## src/rtl/coh_pkg.sv

```systemverilog
package coh_pkg;
  typedef enum logic [1:0] {LS_INV = 2'd0, LS_SHD = 2'd1, LS_EXC = 2'd2} lstate_t;
  typedef enum logic [1:0] {DM_INV = 2'd0, DM_FETCH = 2'd1, DM_FETCH_INV = 2'd2, DM_REPLY = 2'd3} dmsg_t;
  typedef enum logic [1:0] {OM_RDMISS = 2'd0, OM_WRMISS = 2'd1, OM_WB = 2'd2} omsg_t;
  typedef enum logic [1:0] {F_IDLE = 2'd0, F_SEND = 2'd1, F_WAIT = 2'd2} fsm_t;
endpackage

```

## src/rtl/coh_line_store.sv

```systemverilog
module coh_line_store
  import coh_pkg::*;
#(
  parameter int LINES  = 4,
  parameter int IDX_W  = 2,
  parameter int TAG_W  = 6,
  parameter int DATA_W = 16
) (
  input  logic              clk,
  input  logic              rst_n,
  input  logic [IDX_W-1:0]  c_idx,
  output lstate_t           c_state,
  output logic [TAG_W-1:0]  c_tag,
  output logic [DATA_W-1:0] c_data,
  input  logic [IDX_W-1:0]  d_idx,
  output lstate_t           d_state,
  output logic [TAG_W-1:0]  d_tag,
  output logic [DATA_W-1:0] d_data,
  input  logic              wr_en,
  input  logic [IDX_W-1:0]  wr_idx,
  input  lstate_t           wr_state,
  input  logic [TAG_W-1:0]  wr_tag,
  input  logic [DATA_W-1:0] wr_data
);
  lstate_t           st_q   [LINES];
  logic [TAG_W-1:0]  tag_q  [LINES];
  logic [DATA_W-1:0] data_q [LINES];

  always_ff @(posedge clk) begin
    for (int i = 0; i < LINES; i++) begin
      if (!rst_n) begin
        st_q[i]   <= LS_INV;
        tag_q[i]  <= '0;
        data_q[i] <= '0;
      end else if (wr_en && wr_idx == IDX_W'(i)) begin
        st_q[i]   <= wr_state;
        tag_q[i]  <= wr_tag;
        data_q[i] <= wr_data;
      end
    end
  end

  assign c_state = st_q[c_idx];
  assign c_tag   = tag_q[c_idx];
  assign c_data  = data_q[c_idx];
  assign d_state = st_q[d_idx];
  assign d_tag   = tag_q[d_idx];
  assign d_data  = data_q[d_idx];
endmodule

```

## src/rtl/coh_ctrl.sv

```systemverilog
module coh_ctrl
  import coh_pkg::*;
#(
  parameter int ADDR_W = 8,
  parameter int DATA_W = 16,
  parameter int IDX_W  = 2,
  parameter int TAG_W  = 6
) (
  input  logic              clk,
  input  logic              rst_n,
  input  logic              cpu_req,
  input  logic              cpu_we,
  input  logic [ADDR_W-1:0] cpu_addr,
  input  logic [DATA_W-1:0] cpu_wdata,
  output logic              cpu_ready,
  output logic              cpu_done,
  output logic [DATA_W-1:0] cpu_rdata,
  input  logic              dir_valid,
  input  logic [1:0]        dir_type,
  input  logic [ADDR_W-1:0] dir_addr,
  input  logic [DATA_W-1:0] dir_data,
  output logic              msg_valid,
  output logic [1:0]        msg_type,
  output logic [ADDR_W-1:0] msg_addr,
  output logic [DATA_W-1:0] msg_data,
  output logic [IDX_W-1:0]  c_idx,
  input  lstate_t           c_state,
  input  logic [TAG_W-1:0]  c_tag,
  input  logic [DATA_W-1:0] c_data,
  output logic [IDX_W-1:0]  d_idx,
  input  lstate_t           d_state,
  input  logic [TAG_W-1:0]  d_tag,
  input  logic [DATA_W-1:0] d_data,
  output logic              wr_en,
  output logic [IDX_W-1:0]  wr_idx,
  output lstate_t           wr_state,
  output logic [TAG_W-1:0]  wr_tag,
  output logic [DATA_W-1:0] wr_data,
  output logic              ev_hit,
  output logic              ev_wb_first,
  output logic              ev_reply,
  output logic              ev_snoop_wb
);
  function automatic logic [IDX_W-1:0] idx_of(input logic [ADDR_W-1:0] a);
    return a[IDX_W-1:0];
  endfunction

  function automatic logic [TAG_W-1:0] tag_of(input logic [ADDR_W-1:0] a);
    return a[ADDR_W-1:IDX_W];
  endfunction

  fsm_t              fsm_q;
  logic [ADDR_W-1:0] pend_addr;
  logic              pend_we;
  logic [DATA_W-1:0] pend_wdata;

  logic accept, c_match, miss_go, need_wb, d_match, snoop_inv, send_step;

  assign c_idx     = idx_of(cpu_addr);
  assign d_idx     = idx_of(dir_addr);
  assign cpu_ready = (fsm_q == F_IDLE) && !dir_valid;
  assign accept    = cpu_ready && cpu_req;
  assign c_match   = (c_state != LS_INV) && (c_tag == tag_of(cpu_addr));
  assign ev_hit    = accept && c_match && (!cpu_we || c_state == LS_EXC);
  assign miss_go   = accept && !ev_hit;
  assign need_wb   = miss_go && (c_state == LS_EXC) && (c_tag != tag_of(cpu_addr));
  assign ev_wb_first = need_wb;
  assign d_match   = (d_state != LS_INV) && (d_tag == tag_of(dir_addr));
  assign snoop_inv = dir_valid && (dir_type == DM_INV) && d_match && (d_state == LS_SHD);
  assign ev_snoop_wb = dir_valid && (dir_type == DM_FETCH || dir_type == DM_FETCH_INV)
                       && d_match && (d_state == LS_EXC);
  assign ev_reply  = (fsm_q == F_WAIT) && dir_valid && (dir_type == DM_REPLY)
                     && (dir_addr == pend_addr);
  assign send_step = (fsm_q == F_SEND) && !dir_valid;

  always_comb begin
    wr_en    = 1'b0;
    wr_idx   = d_idx;
    wr_state = d_state;
    wr_tag   = d_tag;
    wr_data  = d_data;
    if (snoop_inv) begin
      wr_en    = 1'b1;
      wr_state = LS_INV;
    end else if (ev_snoop_wb) begin
      wr_en    = 1'b1;
      wr_state = (dir_type == DM_FETCH) ? LS_SHD : LS_INV;
    end else if (ev_reply) begin
      wr_en    = 1'b1;
      wr_idx   = idx_of(pend_addr);
      wr_state = pend_we ? LS_EXC : LS_SHD;
      wr_tag   = tag_of(pend_addr);
      wr_data  = pend_we ? pend_wdata : dir_data;
    end else if (ev_hit && cpu_we) begin
      wr_en    = 1'b1;
      wr_idx   = c_idx;
      wr_state = LS_EXC;
      wr_tag   = c_tag;
      wr_data  = cpu_wdata;
    end else if (need_wb) begin
      wr_en    = 1'b1;
      wr_idx   = c_idx;
      wr_state = LS_INV;
      wr_tag   = c_tag;
      wr_data  = c_data;
    end
  end

  always_ff @(posedge clk) begin
    if (!rst_n) begin
      fsm_q      <= F_IDLE;
      pend_addr  <= '0;
      pend_we    <= 1'b0;
      pend_wdata <= '0;
      cpu_done   <= 1'b0;
      cpu_rdata  <= '0;
      msg_valid  <= 1'b0;
      msg_type   <= OM_RDMISS;
      msg_addr   <= '0;
      msg_data   <= '0;
    end else begin
      cpu_done  <= ev_hit || ev_reply;
      if (ev_hit)
        cpu_rdata <= cpu_we ? cpu_wdata : c_data;
      else if (ev_reply)
        cpu_rdata <= pend_we ? pend_wdata : dir_data;

      msg_valid <= 1'b0;
      if (ev_snoop_wb) begin
        msg_valid <= 1'b1;
        msg_type  <= OM_WB;
        msg_addr  <= dir_addr;
        msg_data  <= d_data;
      end else if (need_wb) begin
        msg_valid <= 1'b1;
        msg_type  <= OM_WB;
        msg_addr  <= {c_tag, c_idx};
        msg_data  <= c_data;
      end else if (miss_go) begin
        msg_valid <= 1'b1;
        msg_type  <= cpu_we ? OM_WRMISS : OM_RDMISS;
        msg_addr  <= cpu_addr;
        msg_data  <= '0;
      end else if (send_step) begin
        msg_valid <= 1'b1;
        msg_type  <= pend_we ? OM_WRMISS : OM_RDMISS;
        msg_addr  <= pend_addr;
        msg_data  <= '0;
      end

      if (miss_go) begin
        pend_addr  <= cpu_addr;
        pend_we    <= cpu_we;
        pend_wdata <= cpu_wdata;
      end

      case (fsm_q)
        F_IDLE:  if (need_wb) fsm_q <= F_SEND; else if (miss_go) fsm_q <= F_WAIT;
        F_SEND:  if (send_step) fsm_q <= F_WAIT;
        F_WAIT:  if (ev_reply) fsm_q <= F_IDLE;
        default: fsm_q <= F_IDLE;
      endcase
    end
  end
endmodule

```

## src/rtl/coh_line_ctrl.sv

```systemverilog
module coh_line_ctrl
  import coh_pkg::*;
#(
  parameter int ADDR_W = 8,
  parameter int DATA_W = 16,
  parameter int LINES  = 4
) (
  input  logic              clk,
  input  logic              rst_n,
  input  logic              cpu_req,
  input  logic              cpu_we,
  input  logic [ADDR_W-1:0] cpu_addr,
  input  logic [DATA_W-1:0] cpu_wdata,
  output logic              cpu_ready,
  output logic              cpu_done,
  output logic [DATA_W-1:0] cpu_rdata,
  input  logic              dir_valid,
  input  logic [1:0]        dir_type,
  input  logic [ADDR_W-1:0] dir_addr,
  input  logic [DATA_W-1:0] dir_data,
  output logic              msg_valid,
  output logic [1:0]        msg_type,
  output logic [ADDR_W-1:0] msg_addr,
  output logic [DATA_W-1:0] msg_data
);
  localparam int IDX_W = $clog2(LINES);
  localparam int TAG_W = ADDR_W - IDX_W;

  logic [IDX_W-1:0]  c_idx, d_idx, wr_idx;
  lstate_t           c_state, d_state, wr_state;
  logic [TAG_W-1:0]  c_tag, d_tag, wr_tag;
  logic [DATA_W-1:0] c_data, d_data, wr_data;
  logic              wr_en;
  logic              ev_hit, ev_wb_first, ev_reply, ev_snoop_wb;

  coh_line_store #(.LINES(LINES), .IDX_W(IDX_W), .TAG_W(TAG_W), .DATA_W(DATA_W)) u_store (
    .clk(clk), .rst_n(rst_n),
    .c_idx(c_idx), .c_state(c_state), .c_tag(c_tag), .c_data(c_data),
    .d_idx(d_idx), .d_state(d_state), .d_tag(d_tag), .d_data(d_data),
    .wr_en(wr_en), .wr_idx(wr_idx), .wr_state(wr_state), .wr_tag(wr_tag), .wr_data(wr_data)
  );

  coh_ctrl #(.ADDR_W(ADDR_W), .DATA_W(DATA_W), .IDX_W(IDX_W), .TAG_W(TAG_W)) u_ctrl (
    .clk(clk), .rst_n(rst_n),
    .cpu_req(cpu_req), .cpu_we(cpu_we), .cpu_addr(cpu_addr), .cpu_wdata(cpu_wdata),
    .cpu_ready(cpu_ready), .cpu_done(cpu_done), .cpu_rdata(cpu_rdata),
    .dir_valid(dir_valid), .dir_type(dir_type), .dir_addr(dir_addr), .dir_data(dir_data),
    .msg_valid(msg_valid), .msg_type(msg_type), .msg_addr(msg_addr), .msg_data(msg_data),
    .c_idx(c_idx), .c_state(c_state), .c_tag(c_tag), .c_data(c_data),
    .d_idx(d_idx), .d_state(d_state), .d_tag(d_tag), .d_data(d_data),
    .wr_en(wr_en), .wr_idx(wr_idx), .wr_state(wr_state), .wr_tag(wr_tag), .wr_data(wr_data),
    .ev_hit(ev_hit), .ev_wb_first(ev_wb_first), .ev_reply(ev_reply), .ev_snoop_wb(ev_snoop_wb)
  );
endmodule

```

## config.mk

```make
export PLATFORM = sky130hd
export DESIGN_NAME = coh_line_ctrl
export DESIGN_NICKNAME = d
export VERILOG_FILES = /design/src/rtl/coh_pkg.sv /design/src/rtl/coh_line_store.sv /design/src/rtl/coh_ctrl.sv /design/src/rtl/coh_line_ctrl.sv
export SDC_FILE = /design/constraint.sdc
export NUM_CORES = 1
export LEC_CHECK = 0
export BUFFER_PORTS_ARGS = -buffer_cell sky130_fd_sc_hd__clkbuf_2
export CAP_MARGIN = 20
export CORE_ASPECT_RATIO = 0.7
export CORE_UTILIZATION = 50
export DETAILED_ROUTE_END_ITERATION = 16
export GPL_TIMING_DRIVEN = 1
export PLACE_DENSITY_LB_ADDON = 0.05
export SLEW_MARGIN = 10
export SYNTH_ARGS = -nofsm -noshare
export SYNTH_HDL_FRONTEND = slang
export SYNTH_HIERARCHICAL = 1
export SYNTH_SLANG_ARGS = --single-unit
```

## constraint.sdc

```tcl
create_clock -name clk -period 10.1 [get_ports clk]
set_input_delay 2.02 -clock clk [delete_from_list [all_inputs] [get_ports clk]]
set_output_delay 2.02 -clock clk [all_outputs]
set_load 0.005 [all_outputs]
```

==> metrics <==
run status completed; minimum clock period 6.413 ns; Setup TNS 0 ns; routed vias/inst about 6.2; Distinct cells, synth 66; CTS tree built; Fin. Hold Viols 0; Reg clk slew, reported paths 0.07 ns; Final #Nets 917; Die X around 160 um; Die Height around 120 um; Required @ worst endpoint 10.22 ns; Layout area overhead 12.01%; Avg Inst Size Synth roughly 12 um2; pin count of the biggest net entering global routing 45; total track usage roughly 29%; net count after synthesis between 800 and 900; YS warnings 6; Max-slew headroom about a quarter; Area after DPL between 0.009 and 0.01 mm2; mux cell area share after synthesis around a fifth; post_cts resized 0; post-route ant nets 0; FFs w/ async S/R, synth 0%; total grt overflow 0; die area 0.01907 mm2; first-pass GRT wire length 39.03 mm; simple logic cell fraction of the synthesized area roughly 16%; Hold-fix buffers, CTS 0; clk_skew between 0.008 and 0.009 ns; Antenna Cells 0; PwrDens around 160 mW/mm2; Worst VDD drop about 0.091 mV; XOR/XNOR Fraction of Synth Area approximately 1.9%; area of the multi-input gates between 0.004 and 0.005 mm2; number of global-route vias before repair about 6100; endpoint class of the critical path register; Clock Tree Buf Depth 2; drt drc 0; FF+latch area around 0.0043 mm2; WL/cell approximately 24 um; Adder-Cell Fraction of Synth Area less than 1%; Total Power between 1.5 and 2 mW; H-tree depth 4; Post-synth EDFFs between 90 and 100; Post-Synthesis Cell Area 0.009258 mm2; num rows 41; Post-Route WL around 26 mm; measured slew at the worst slew-check pin 1.109 ns; final period utilization between 60% and 70%; Core Box Area approximately 0.018 mm2; pre-CTS WS roughly 3.3 ns; CP arrival 6.53 ns; setup bufs post-CTS 0; final count of pins violating max slew 0; Finish-stage setup viols 0; I/O Buffers 99; Synth Flop Type edfxtp_1; Final WS setup around 3.7 ns; Synth Area in Compound Gates 11.38%; share of the yosys chip area belonging to registers 46.49%; Worst-Skew Late Latency roughly 0.43 ns; worst-path maximum fanout 26; CTS Sinks ~170; io pins 100; Num CTS Buffers 17; maxcap violations 0; DRT Pass-1 Iters 7; Crit Path Class in -> reg; layout cells sized above 1 28.90%; largest family of logic cells by synthesized area multiplexers; Initial DRC Count 958; startpoint types input port; fmax 155.9 MHz; via count 6914; fill count around 1500; Finished Cell Area about 0.010 mm2; Placer Congestion about 0.94; RSZ-0062 raised after global routing no; hold crit path type reg -> reg; CTS root buf clkbuf_16; HPWL after DPL approximately 19 mm; Initial Util between 50% and 60%; initial antenna violation count 0; Lkg Pwr 3.887 nW; Synth Instances approximately 800; flops & latches, synth roughly 170
==> registers in the layout, summed over array words and instances (netlist names) <==
| signal | cells |
|---|---|
| u_ctrl/msg_type | 2 |
| u_store/data_q | 64 |
| u_store/tag_q | 24 |
| u_ctrl/msg_valid | 1 |
| u_ctrl/pend_wdata | 16 |
| u_ctrl/pend_we | 1 |
| u_ctrl/pend_addr | 8 |
| u_ctrl/msg_data | 16 |
| u_ctrl/fsm_q | 2 |
| u_ctrl/cpu_done | 1 |
| u_store/st_q | 8 |
| u_ctrl/cpu_rdata | 16 |
| u_ctrl/msg_addr | 8 |
==> final cells by class <==
class | count | share of cell area (%)
clock inverters | 15 | 1.798
inverters | 8 | 0.2896
repair buffers | 106 | 5.598
flip-flops and latches | 167 | 41.51
multi-input cells | 559 | 43.86
clock buffers | 17 | 4.102
well taps | 236 | 2.848
==> cell families after synthesis <==
logic type                 after synthesis
and+or+nand+nor                        276
DFF                                    167
AOI/OAI and AO/OA                      154
muxes                                  106
buffers and inverters                   70
xor gates and xnor gates                20
adders and majority gates                3
==> power by group <==
group	switching (mW)	total, mW	leakage (nW)	internal, mW
Sequential	0.0160	0.758	1.57	0.742
Clock	0.288	0.682	0.296	0.395
Combinational	0.130	0.216	2.02	0.0867
==> worst max-delay path, stage by stage <==
cell and delay, ns:
clkbuf_2 0.75, mux4_2 0.63, inv_1 0.08, and3_1 0.51
o31ai_2 0.34, a22oi_4 0.66, nor2_1 0.08, a21oi_1 0.47
inv_1 0.17, o21ai_2 0.41, buf_4 0.36
==> path summary, 6_finish.rpt <==
kind,from,endpoint,slack (ns),cells past startpoint
max,cpu_addr[0],u_store/tag_q[1][1]$_SDFFCE_PN0P_,3.69,11
min,u_ctrl/msg_data[10]$_SDFFE_PN0P_,u_ctrl/msg_data[10]$_SDFFE_PN0P_,0.45,2
max reg2reg,u_ctrl/fsm_q[1]$_SDFFE_PN0P_,u_store/tag_q[1][1]$_SDFFCE_PN0P_,5.70,9
min reg2reg,u_ctrl/msg_data[10]$_SDFFE_PN0P_,u_ctrl/msg_data[10]$_SDFFE_PN0P_,0.45,2
==> per-stage QoR <==
stage	hold slack [ns]	util, %	cells
2_1_floorplan	0.4472	-	796
3_3_place_gp	0.4417	53.78	1074
3_5_place_dp	0.4458	53.78	1074
4_1_cts	0.4535	57.16	1106
5_1_grt	0.4789	57.43	1108
6_report	0.4491	57.43	1108
==> layer usage <==
layer | global-route usage, % | wire, um | part of all wire, % | vias up
met5 | 0 | 0 | 0 | -
li1 | - | - | - | 3097
met2 | 35.94 | 9956 | 38 | 376
met3 | 8.160 | 2969 | 11 | 22
met4 | 5.994 | 228 | 0.87 | 0
met1 | 46.88 | 13110 | 50 | 3419
==> synth_stat cells, types with 12 or more instances <==
cell,n,area (um2)
a21boi_1,14,105.1
a21oi_1,25,125.1
a22oi_1,18,135.1
a31oi_1,17,106.4
and2_1,82,513.0
and2_2,14,105.1
buf_2,12,60.06
clkbuf_1,26,97.59
dfxtp_1,71,1421
edfxtp_1,96,2883
mux2_2,33,371.6
mux2i_1,25,250.2
mux4_2,40,900.9
nand2_1,60,225.2
nor2_1,60,225.2
nor3_1,20,100.1
o21ai_0,38,190.2
o221a_1,13,146.4
xnor2_1,19,166.4
==> cell usage in the layout, fill, tap and decap left out, drive strengths merged, types with 2 or more instances in the layout <==
cell type  synthesis  final
mux4              48     48
mux2i             25     25
a21boi            16     16
o221a             16     16
or2                2      2
buf               32      7
o2bb2ai            6      6
o22ai              9      9
edfxtp            96     96
inv                7     14
nand3b             2      2
xnor2             19     19
clkbuf            30    116
nor2              61     61
dfxtp             71     71
and4b              2      2
and3               3      3
bufinv             0      3
mux2              33     33
nor4               3      3
a21oi             25     25
o21ai             40     40
and2              96     96
clkinvlp           0      2
nor4b              8      8
ha                 3      3
clkinv             1      4
nand3              4      4
a22oi             19     19
nor3b              2      2
nand4              2      2
nand2             61     61
nand2b             4      4
a31oi             17     17
nor3              21     21
(Power assumes the default switching activity.)
